File: src/rtl/lin_mode_pkg.sv
package lin_mode_pkg;
   typedef enum logic [1:0] {
      M_SLEEP = 2'b00,
      M_STBY  = 2'b01,
      M_NORM  = 2'b10,
      M_SHORT = 2'b11
   } lin_mode_e;
endpackage

File: src/rtl/lin_sync.sv
module lin_sync #(
   parameter int          W       = 4,
   parameter int          STAGES  = 2,
   parameter logic [W-1:0] RST_VAL = '0
) (
   input  logic         clk,
   input  logic         rst_n,
   input  logic [W-1:0] d_i,
   output logic [W-1:0] q_o
);
   if (STAGES < 2) begin : g_bad_stages
      $error("lin_sync: STAGES must be at least 2");
   end

   logic [W-1:0] chain [STAGES];

   for (genvar s = 0; s < STAGES; s++) begin : g_stage
      if (s == 0) begin : g_first
         always_ff @(posedge clk or negedge rst_n) begin
            if (!rst_n) chain[s] <= RST_VAL;
            else        chain[s] <= d_i;
         end
      end else begin : g_next
         always_ff @(posedge clk or negedge rst_n) begin
            if (!rst_n) chain[s] <= RST_VAL;
            else        chain[s] <= chain[s-1];
         end
      end
   end

   assign q_o = chain[STAGES-1];
endmodule

File: src/rtl/lin_hold_timer.sv
module lin_hold_timer #(
   parameter int LIMIT = 16
) (
   input  logic clk,
   input  logic rst_n,
   input  logic clr_i,
   input  logic cond_i,
   output logic qual_o
);
   if (LIMIT < 1) begin : g_bad_limit
      $error("lin_hold_timer: LIMIT must be at least 1");
   end

   localparam int CW = $clog2(LIMIT + 1);
   localparam logic [CW-1:0] LIM = CW'(LIMIT);

   logic [CW-1:0] cnt;

   always_ff @(posedge clk or negedge rst_n) begin
      if (!rst_n)                cnt <= '0;
      else if (clr_i || !cond_i) cnt <= '0;
      else if (cnt != LIM)       cnt <= cnt + 1'b1;
   end

   assign qual_o = (cnt == LIM);

   assert_cnt_bound_R3: assert property (@(posedge clk) disable iff (!rst_n)
      cnt <= LIM);
   assert_restart_R9: assert property (@(posedge clk) disable iff (!rst_n)
      (!cond_i || clr_i) |=> (cnt == '0));
endmodule

File: src/rtl/lin_local_wake.sv
module lin_local_wake #(
   parameter int LIMIT = 16
) (
   input  logic clk,
   input  logic rst_n,
   input  logic arm_i,
   input  logic capture_i,
   input  logic lvl_i,
   output logic hit_o
);
   logic stored;

   always_ff @(posedge clk or negedge rst_n) begin
      if (!rst_n)         stored <= 1'b0;
      else if (capture_i) stored <= lvl_i;
   end

   lin_hold_timer #(.LIMIT(LIMIT)) u_tmr (
      .clk    (clk),
      .rst_n  (rst_n),
      .clr_i  (!arm_i),
      .cond_i (lvl_i != stored),
      .qual_o (hit_o)
   );

   assert_disarmed_quiet_R9: assert property (@(posedge clk) disable iff (!rst_n)
      (!arm_i) |=> !hit_o);
endmodule

File: src/rtl/lin_mode_ctrl.sv
module lin_mode_ctrl
   import lin_mode_pkg::*;
#(
   parameter int EN_CNT    = 3200,
   parameter int SLEEP_CNT = 3200,
   parameter int BUS_CNT   = 3200,
   parameter int WAKE_CNT  = 3200,
   parameter int SYNC_STG  = 2
) (
   input  logic       clk,
   input  logic       rst_n,
   input  logic       en_i,
   input  logic       txd_i,
   input  logic       wake_i,
   input  logic       bus_rx_i,
   output logic       bus_dom_o,
   output logic       rxd_o,
   output logic       rxd_oe_o,
   output logic       inh_o,
   output logic [1:0] mode_o
);
   localparam int NIN = 4;
   localparam logic [NIN-1:0] IN_RST = 4'b0101;

   logic [NIN-1:0] s_vec;
   logic s_en, s_txd, s_wake, s_bus;
   logic en_hi_q, en_lo_q, bus_dom_q, wake_q;
   lin_mode_e mode, mode_nx;

   lin_sync #(.W(NIN), .STAGES(SYNC_STG), .RST_VAL(IN_RST)) u_sync (
      .clk   (clk),
      .rst_n (rst_n),
      .d_i   ({en_i, txd_i, wake_i, bus_rx_i}),
      .q_o   (s_vec)
   );
   assign {s_en, s_txd, s_wake, s_bus} = s_vec;

   lin_hold_timer #(.LIMIT(EN_CNT)) u_en_hi (
      .clk(clk), .rst_n(rst_n), .clr_i(mode == M_NORM),
      .cond_i(s_en), .qual_o(en_hi_q));

   lin_hold_timer #(.LIMIT(SLEEP_CNT)) u_en_lo (
      .clk(clk), .rst_n(rst_n), .clr_i(mode != M_NORM),
      .cond_i(!s_en), .qual_o(en_lo_q));

   lin_hold_timer #(.LIMIT(BUS_CNT)) u_bus_wk (
      .clk(clk), .rst_n(rst_n), .clr_i(mode != M_SLEEP),
      .cond_i(!s_bus), .qual_o(bus_dom_q));

   lin_local_wake #(.LIMIT(WAKE_CNT)) u_loc_wk (
      .clk       (clk),
      .rst_n     (rst_n),
      .arm_i     (mode == M_SLEEP),
      .capture_i ((mode_nx == M_SLEEP) && (mode != M_SLEEP)),
      .lvl_i     (s_wake),
      .hit_o     (wake_q)
   );

   always_comb begin
      mode_nx = mode;
      unique case (mode)
         M_STBY:  if (en_hi_q) mode_nx = M_NORM;
         M_NORM:  if (en_lo_q) mode_nx = s_bus ? M_SLEEP : M_SHORT;
         M_SLEEP: begin
            if (en_hi_q)                  mode_nx = M_NORM;
            else if (bus_dom_q || wake_q) mode_nx = M_STBY;
         end
         M_SHORT: if (s_bus) mode_nx = M_SLEEP;
         default: mode_nx = M_STBY;
      endcase
   end

   always_ff @(posedge clk or negedge rst_n) begin
      if (!rst_n) mode <= M_STBY;
      else        mode <= mode_nx;
   end

   logic awake;
   assign awake     = (mode == M_STBY) || (mode == M_NORM);
   assign bus_dom_o = (mode == M_NORM) && !s_txd;
   assign rxd_oe_o  = awake;
   assign rxd_o     = awake ? s_bus : 1'b1;
   assign inh_o     = awake;
   assign mode_o    = mode;

   assert_short_exit_R7: assert property (@(posedge clk) disable iff (!rst_n)
      (mode_o == 2'b11) |=> (mode_o == 2'b11 || mode_o == 2'b00));
   assert_short_entry_R6: assert property (@(posedge clk) disable iff (!rst_n)
      (mode_o == 2'b11 && $past(mode_o) != 2'b11) |-> $past(!s_bus));
   assert_norm_entry_R3: assert property (@(posedge clk) disable iff (!rst_n)
      (mode_o == 2'b10 && $past(mode_o) != 2'b10) |-> $past(en_hi_q));
   assert_tx_blocked_R6: assert property (@(posedge clk) disable iff (!rst_n)
      (mode_o != 2'b10) |-> !bus_dom_o);
   assert_inh_rise_R11: assert property (@(posedge clk) disable iff (!rst_n)
      $rose(inh_o) |-> ($past(mode_o) == 2'b00));
   assert_float_idle_R5: assert property (@(posedge clk) disable iff (!rst_n)
      !rxd_oe_o |-> rxd_o);
endmodule

File: config.mk
export PLATFORM = sky130hd
export DESIGN_NAME = lin_mode_ctrl
export DESIGN_NICKNAME = d
export VERILOG_FILES = /design/src/rtl/lin_mode_pkg.sv /design/src/rtl/lin_sync.sv /design/src/rtl/lin_hold_timer.sv /design/src/rtl/lin_local_wake.sv /design/src/rtl/lin_mode_ctrl.sv
export SDC_FILE = /design/constraint.sdc
export NUM_CORES = 1
export LEC_CHECK = 0
export BUFFER_PORTS_ARGS = -buffer_cell sky130_fd_sc_hd__buf_2
export CORE_MARGIN = 8
export CORE_UTILIZATION = 61
export DETAILED_ROUTE_END_ITERATION = 8
export PLACE_DENSITY = 0.88
export SLEW_MARGIN = 10
export SYNTH_ARGS = -nofsm -noshare
export SYNTH_HDL_FRONTEND = slang
export SYNTH_SLANG_ARGS = --single-unit
File: constraint.sdc
create_clock -name clk -period 2.25 [get_ports clk]
set_clock_uncertainty 0.05 [all_clocks]
set_input_delay 0.225 -clock clk [delete_from_list [all_inputs] [get_ports clk]]
set_output_delay 0.225 -clock clk [all_outputs]
set_load 0.03 [all_outputs]
==> impl_metrics.tcl, run 1 <==
set metrics [dict create \
    drt_first_pass_iters 4 \
    vias 2092 \
    switching_share_pct 23.5 \
    dp_hpwl_mm 3.82 \
    grt_max_degree 26 \
    cp-end-kind "register" \
    hold_viol_final 0 \
    drt-initial-drc-count 113 \
    syn_nets 310 \
    p_int_mw 1.55 \
    cts_buffers 9 \
    cp.arrival_ps 2340 \
    ys_seq_area_share_pct 49.9 \
    nNetsFinal 339 \
    cts_tree "done" \
    clk_pin_slew_ps 60 \
    synth_cells 292 \
    wire_per_inst_um 14.0 \
    diodes 0 \
    drive_gt1_share_pct 16.0 \
    h-tree-depth 3 \
    fin_crit_ps 2180 \
    cts.sinks 59 \
    die_x_um 85.8 \
    criticalPathCategory "register to register" \
    cp_num_buf_inv 1 \
    peakVddDrop_v 0.000669 \
    area_growth_syn_to_layout_pct 13.7 \
    antenna_found_initial 0 \
    clock_latency_ps 340 \
    fin_util_pct 71.5 \
    start_util_pct 62.9 \
    synth-async-reset-ratio_pct 100 \
    cp_max_fo 3 \
    fp-row-count 25 \
    slew_headroom_pct 63.2 \
    core_um2 4720 \
    ant_nets 0 \
    synth_warnings 0 \
    first_global_vias 2174 \
    tightestPinTransition_ps 552 \
    dpl-instance-area_um2 3140 \
    cts-root-buf "clkbuf_8" \
    ys_seq_elements 59 \
    tns_ps 0 \
    io-pin-count 12 \
    synth_top_area_share_pct 45.5 \
    synth_area_leaders "dfrtp_1, xor2_1, nor2_1" \
    comb_power_share_pct 4.8 \
    status "complete, no violations" \
    worstPathRequired_ps 2420 \
    hold_depth 0 \
    synth_cell_types 39 \
    wl_mm 5.52 \
    fmax_mhz 459 \
    synth_top_area_cell "dfrtp_1" \
    grt_pass1_wl_mm 9.72 \
    hp-class "register to register" \
    setup_viol 0 \
    leakage_nw 1.57 \
    post-route-drc-count 0 \
    die_y_um 85.8 \
    reg2reg_depth 8 \
    slowest_stage "dfrtp_1" \
    via_per_inst 5.32 \
    dieArea_um2 7360 \
    port_buffers 11 \
    globalRouteOverflowTotal 0 \
    slew_viol_final 0 \
    p_sw_uw 474 \
    ys.flop_type "dfrtp_1" \
    yosys-top-cells-count "dfrtp_1, nor2_1, xor2_1, nand2_1, nand3_1" \
    gp_congestion 0.891 \
    critical_path_cell_count 8 \
    crit_family "compound AO/OA/AOI/OAI gates" \
    synth_edf_count 0 \
    cp_cell_sequence "inv_1, ha_1, nor4b_2, and4_1, a211o_1, a311oi_2, o21ai_1, mux2_1" \
    max_stage_delay_ps 400 \
    maxCapViolations 0 \
    startpoint_type "register" \
    grt_util_all_layers_pct 16.9 \
    power_frac_clock_pct 40.5 \
    fin_area_um2 3380 \
    power_density_nw_per_um2 598 \
    pwr-share-seq_pct 54.6 \
    syn_area_um2 2970 \
    period_share_pct 96.8 \
    avgSynthCellArea_um2 10.2 \
    clockBufferDepth 2 \
    hold-worst-slack_ps 307 \
]
-- repair_timing --
item                                    4_1_cts  5_1_grt
endpoints found under the setup margin        0        1
resized for setup                             0        4
hold endpoints to repair                     27        0
buffers inserted                              0        1
hold buffers                                  5        0
-- cell type report --
type,count,area (um^2)
flip-flops and latches,59,1480
clock inverters,3,15.0
repair buffers,24,165
well taps,67,83.8
fillers,319,1350
clock buffers,13,149
inverters,16,60.1
multi-input cells,211,1420
-- flip-flops by register name, indices dropped and copies added (netlist names) --
name / count
u_loc_wk.stored: 1
u_sync.chain: 4
u_en_lo.cnt: 12
mode_o: 2
u_en_hi.cnt: 12
u_sync.q_o: 4
u_loc_wk.u_tmr.cnt: 12
u_bus_wk.cnt: 12
-- worst reg2reg max path: cells and delay by family, from the launching register on --
kind,cells,cell delay [ps]
and+or+nand+nor,2,380
muxes,1,320
buffers and inverters,1,100
AOI/OAI and AO/OA,3,620
DFF,1,400
adders and majority gates,1,200
-- final timing paths --
kind | start | to | slack (ps)
max | u_en_hi.cnt[0] | u_loc_wk.stored | 70
min | u_sync.chain[4] | u_sync.q_o[0] | 310
max reg2reg | u_en_hi.cnt[0] | u_loc_wk.stored | 70
min reg2reg | u_sync.chain[4] | u_sync.q_o[0] | 310
max in group asynchronous | rst_n | u_sync.q_o[0] | 1060
min in group asynchronous | rst_n | u_loc_wk.u_tmr.cnt[11] | 350
-- per-layer routing --
metal	wire length [um]	vias up	GRT usage, %	share of wire (%)
met4	170	0	8.76	3.1
met5	0	-	0	0
met3	151	15	6.40	2.7
met1	2540	1016	19.5	46
met2	2660	29	26.7	48
li1	-	1032	-	-
-- cells by family after synthesis --
family / count (synthesis) / synth area share [%]
XOR/XNOR: 42 / 12.4
adder cells (fa/ha/maj): 12 / 5.05
AO/OA/AOI/OAI: 17 / 3.92
flip-flops: 59 / 49.9
multiplexers: 3 / 1.09
buffers and inverters: 22 / 2.91
AND/OR/NAND/NOR: 137 / 24.8
-- stage by stage --
step | setup WS, ps | instances | power [mW]
after global placement | 195 | 371 | 1.21
after detailed placement | 75.9 | 371 | 1.21
final | 72.8 | 393 | 2.02
after CTS | 60.8 | 392 | 2.04
after global routing | -46.1 | 393 | 2.11
after floorplan | 130 | 292 | 1.17
-- cells in the final DEF, fill, tap and decap left out, types with 2 or more instances in the layout --
cell type	synthesis	routed
nor4b_2	2	2
buf_2	0	11
nand3_1	17	17
clkinv_2	0	3
xnor2_1	14	14
a211o_1	2	2
inv_1	16	16
dfrtp_1	54	54
nand2_1	19	19
o211ai_1	2	2
clkbuf_8	0	10
nand3b_1	2	2
and3_2	2	2
and4bb_2	2	2
and4bb_1	2	2
nand2b_1	4	4
nor2b_1	4	4
and3_1	15	15
a21oi_1	7	6
nand4_1	7	7
buf_4	1	8
xor2_1	28	28
clkbuf_1	5	3
dfstp_2	5	5
dlygate4sd3_1	0	5
ha_1	12	11
nor2_1	54	54
-- power by group through the flow --
stage	registers, mW	logic, mW	clock network [mW]
global route	1.11	0.112	0.892
global placement	1.12	0.0861	0
finish	1.10	0.0978	0.819
CTS	1.10	0.0981	0.836
detailed placement	1.12	0.0905	0
floorplan	1.12	0.0508	0
(Power assumes the default switching activity.)
==> run 2, diff against run 1 <==
CORE_UTILIZATION = 34   (was 61)
CTS_BUF_LIST = sky130_fd_sc_hd__clkbuf_16   (was default)
PLACE_DENSITY = 0.58   (was 0.88)
==> run 2 against run 1 <==
  * Critical path depth unchanged
  * Utilization decreased by 30 points
  * First-iteration DRC count is 45% lower
  * Register-to-register slack gained 60 ps
  * Global-route usage shrank 6.6 points
  * Flip-flop and latch count stayed put
  * Sequential power about the same
  * Clock-buffer cell count is 4 lower
  * Die area up 63%
  * Sequential share of layout area down 2.5 points
  * Via count fell by 1.3%
  * Total power grew 30%
==> impl_metrics.tcl, run 2 (synthesis results as in run 1) <==
set metrics [dict create \
    dp_hpwl_mm 3.93 \
    rsz0062_at_grt "no" \
    fmax_mhz 472 \
    slew_viol_final 0 \
    criticalPathCategory "register to register" \
    critical_path_cell_count 8 \
    dp_slack_ps 134 \
    leakage_nw 1.65 \
    die_x_um 109 \
    cp.arrival_ps 2280 \
    dieArea_um2 12000 \
    grt_util_all_layers_pct 10.2 \
    peakVddDrop_v 0.000358 \
    setup_slack_ps 130 \
    drt-initial-drc-count 62 \
    worstPathRequired_ps 2410 \
    finalPower_mw 2.62 \
    grt_pass1_wl_mm 9.53 \
    cp_max_fo 4 \
    ant_nets 0 \
    gp_congestion 0.774 \
    r2r_start "u_en_lo.cnt[1]" \
    cp_cell_sequence "inv_1, ha_1, and4bb_2, nand3_1, o311ai_1, a311oi_2, o21ai_1, mux2_1" \
    hold_depth 0 \
    dp.cells 415 \
    cp-end-kind "register" \
    cts_buffers 9 \
    maxCapViolations 0 \
    wl_mm 5.50 \
    layout_common_cells "nor2_1, dfrtp_1, xor2_1, nand2_1" \
    startpoint_type "register" \
    fin_cells 436 \
    port_buffers 11 \
    cp_num_buf_inv 1 \
    grt_max_degree 31 \
    tns_ps 0 \
    tightestPinTransition_ps 470 \
    clk_pin_slew_ps 50 \
    io-pin-count 12 \
    die_y_um 109 \
    antenna_found_initial 0 \
    hold_viol_final 0 \
    post-route-drc-count 0 \
    area_growth_syn_to_layout_pct 20.4 \
    nNetsFinal 341 \
    fin_crit_ps 2120 \
    slowest_stage "o311ai_1" \
    crit_start "u_en_lo.cnt[1]" \
    reg2reg_depth 8 \
    setup_viol 0 \
    h-tree-depth 3 \
    clockBufferDepth 2 \
    drive_gt1_share_pct 16.5 \
    postCtsSetupRepairBufs 0 \
    cts.sinks 59 \
    globalRouteOverflowTotal 0 \
    max_stage_delay_ps 440 \
    fp-row-count 34 \
    clock_latency_ps 320 \
    via_per_inst 4.74 \
    core_um2 8590 \
    wire_per_inst_um 12.6 \
    drt_first_pass_iters 4 \
    cts_tree "done" \
    cts-root-buf "clkbuf_16" \
    crit_family "compound AO/OA/AOI/OAI gates" \
    fin_util_pct 41.6 \
    min_from "u_sync.chain[4]" \
    diodes 0 \
    vias 2065 \
    start_util_pct 34.6 \
    hp-class "register to register" \
    slew_headroom_pct 68.6 \
    first_global_vias 2009 \
    rrSetupSlack_ps 130 \
    status "complete, no violations" \
    period_share_pct 94.2 \
    power_density_nw_per_um2 732 \
]
run 2: timing repair:
item | 4_1_cts | 5_1_grt
hold endpoints to repair | 58 | 0
setup endpoints to repair | 0 | 1
hold buffers | 5 | 0
gates resized for setup | 0 | 2
run 2: layer usage:
metal	GRT usage [%]	part of all wire, %	vias up
met5	0	0	-
met4	5.50	2.4	0
met3	3.46	3.4	9
met2	14.9	45	24
met1	13.1	49	996
li1	-	-	1036
run 2: layout make-up:
class | instances | area (um^2)
Fill cell | 868 | 5010
Sequential cell | 59 | 1480
Multi-Input combinational cell | 211 | 1410
Clock buffer | 9 | 225
Timing Repair Buffer | 26 | 180
Tap cell | 108 | 135
Clock inverter | 7 | 83.8
Inverter | 16 | 60.1
run 2: power by group:
part | internal [mW] | total [mW] | switching, mW | leakage, nW
Combinational | 0.0404 | 0.102 | 0.0612 | 0.703
Clock | 0.955 | 1.42 | 0.461 | 0.160
Sequential | 1.09 | 1.10 | 0.0165 | 0.790
run 2: metrics by stage:
| stage | area [um^2] | hold slack, ps |
|---|---|---|
| global route | 3580 | 312 |
| global placement | 3210 | 223 |
| detailed placement | 3210 | 226 |
| finish | 3580 | 304 |
| floorplan | 2970 | -121 |
| CTS | 3570 | 304 |
run 2: path summary, 6_finish.rpt:
kind | to
max | u_loc_wk.stored
max reg2reg | u_loc_wk.stored
min reg2reg | u_sync.q_o[0]
min | u_sync.q_o[0]
min in group asynchronous | u_bus_wk.cnt[9]
max in group asynchronous | u_sync.chain[6]
==> run 3, diff against run 2 <==
REMOVE_ABC_BUFFERS = 1   (was default)
==> run 3 against run 2 <==
  * Maximum frequency is 0.97% lower
  * Clock-buffer cell count stayed put
  * Global-route usage hardly changed
  * Clock power is 7% higher
==> impl_metrics.tcl, run 3 (synthesis results as in run 1) <==
set metrics [dict create \
    wire_per_inst_um 12.7 \
    max_stage_delay_ps 390 \
    num-fill-cells 840 \
    worstPathRequired_ps 2400 \
    criticalPathCategory "register to register" \
    layout_common_cells "nor2_1, dfrtp_1, xor2_1, nand2_1" \
    cp-end-kind "register" \
    gp_congestion 0.813 \
    globalRouteOverflowTotal 0 \
    start_util_pct 34.6 \
    cp_max_fo 4 \
    clk_pin_slew_ps 50 \
    vias 2063 \
    wl_met2_mm 2.49 \
    setup_viol 0 \
    first_global_vias 2014 \
    port_buffers 11 \
    core_um2 8590 \
    hp-class "register to register" \
    grt_pass1_wl_mm 9.58 \
    fin_crit_ps 2140 \
    rrSetupSlack_ps 110 \
    fmax_mhz 467 \
    crit_start "u_en_hi.cnt[0]" \
    area_growth_syn_to_layout_pct 20.5 \
    wl_met1_mm 2.72 \
    maxCapViolations 0 \
    leakage_nw 1.64 \
    rsz0062_at_grt "no" \
    slowest_stage "dfrtp_1" \
    fin_util_pct 41.7 \
    hold_viol_final 0 \
    r2r_start "u_en_hi.cnt[0]" \
    tightestPinTransition_ps 615 \
    slew_viol_final 0 \
    cts-root-buf "clkbuf_16" \
    clockBufferDepth 2 \
    io-pin-count 12 \
    clock_latency_ps 320 \
    cts.sinks 59 \
    drt-initial-drc-count 53 \
    h-tree-depth 3 \
    grt_util_all_layers_pct 10.3 \
    wl_mm 5.47 \
    cp_cell_sequence "inv_1, ha_1, nor4b_2, and4_1, a211o_1, a311oi_1, o21ai_1, mux2_1" \
    period_share_pct 95.1 \
    startpoint_type "register" \
    die_y_um 109 \
    top_layer_used "met4" \
    min_from "u_sync.chain[5]" \
    postCtsSetupRepairBufs 0 \
    cts_buffers 9 \
    die_x_um 109 \
    slew_headroom_pct 59.0 \
    fp-row-count 34 \
    dp_hpwl_mm 3.77 \
    via_per_inst 4.78 \
    power_density_nw_per_um2 761 \
    dieArea_um2 12000 \
    antenna_found_initial 0 \
    status "complete, no violations" \
    cp.arrival_ps 2290 \
    ant_nets 0 \
    drt_first_pass_iters 4 \
    peakVddDrop_v 0.000365 \
    diodes 0 \
    drive_gt1_share_pct 15.1 \
    tns_ps 0 \
    cts_tree "done" \
    post-route-drc-count 0 \
    grt_max_degree 35 \
    nNetsFinal 337 \
    route.met3.wl_um 164 \
]
==> run 3: worst paths after layout <==
path	end	cells after the start
max	u_loc_wk.stored	8
min	u_sync.q_o[1]	0
max reg2reg	u_loc_wk.stored	8
min reg2reg	u_sync.q_o[1]	0
max in group asynchronous	u_sync.chain[6]	3
min in group asynchronous	u_loc_wk.u_tmr.cnt[7]	2
==> run 3: cell type report <==
cell class | instances | area, um^2 | area share, %
clock buffers | 9 | 225 | 6.29
clock inverters | 7 | 108 | 3.00
inverters | 16 | 60.1 | 1.68
multi-input cells | 211 | 1410 | 39.3
flip-flops and latches | 59 | 1480 | 41.4
well taps | 108 | 135 | 3.77
repair buffers | 22 | 163 | 4.54
==> run 3: worst max-delay path: cells and delay by family (launching register included) <==
kind	cells	cell delay, ps
simple gates	2	390
mux	1	320
buf+inv	1	90
flops	1	390
compound gates	3	610
fa+ha+maj	1	190
==> run 3: report_power, final <==
group | switching [mW] | leakage (nW) | internal (mW)
Combinational | 0.0578 | 0.685 | 0.0379
Clock | 0.457 | 0.168 | 1.07
Sequential | 0.0203 | 0.790 | 1.09
Total | 0.535 | 1.64 | 2.19
==> run 3: stage by stage <==
step	instance area (um^2)	total power [mW]	setup slack, ps	instances	hold slack [ps]
after global placement	3190	1.21	141	411	224
final	3580	2.73	109	432	299
after CTS	3580	2.77	102	432	302
after detailed placement	3190	1.21	128	411	226
after global routing	3580	2.83	9.69	432	307
after floorplan	2950	1.17	130	286	-121
==> run 3: timing repair <==
action	in CTS	in global routing
endpoints found under the setup margin	0	1
endpoints found under the hold margin	29	0
resized for setup	0	2
hold buffers	5	0
==> run 3: per-layer routing <==
layer | GRT usage [%] | up-vias
li1 | - | 1031
met1 | 13.1 | 1001
met2 | 15.1 | 23
met3 | 3.34 | 8
met4 | 5.50 | 0
met5 | 0 | -
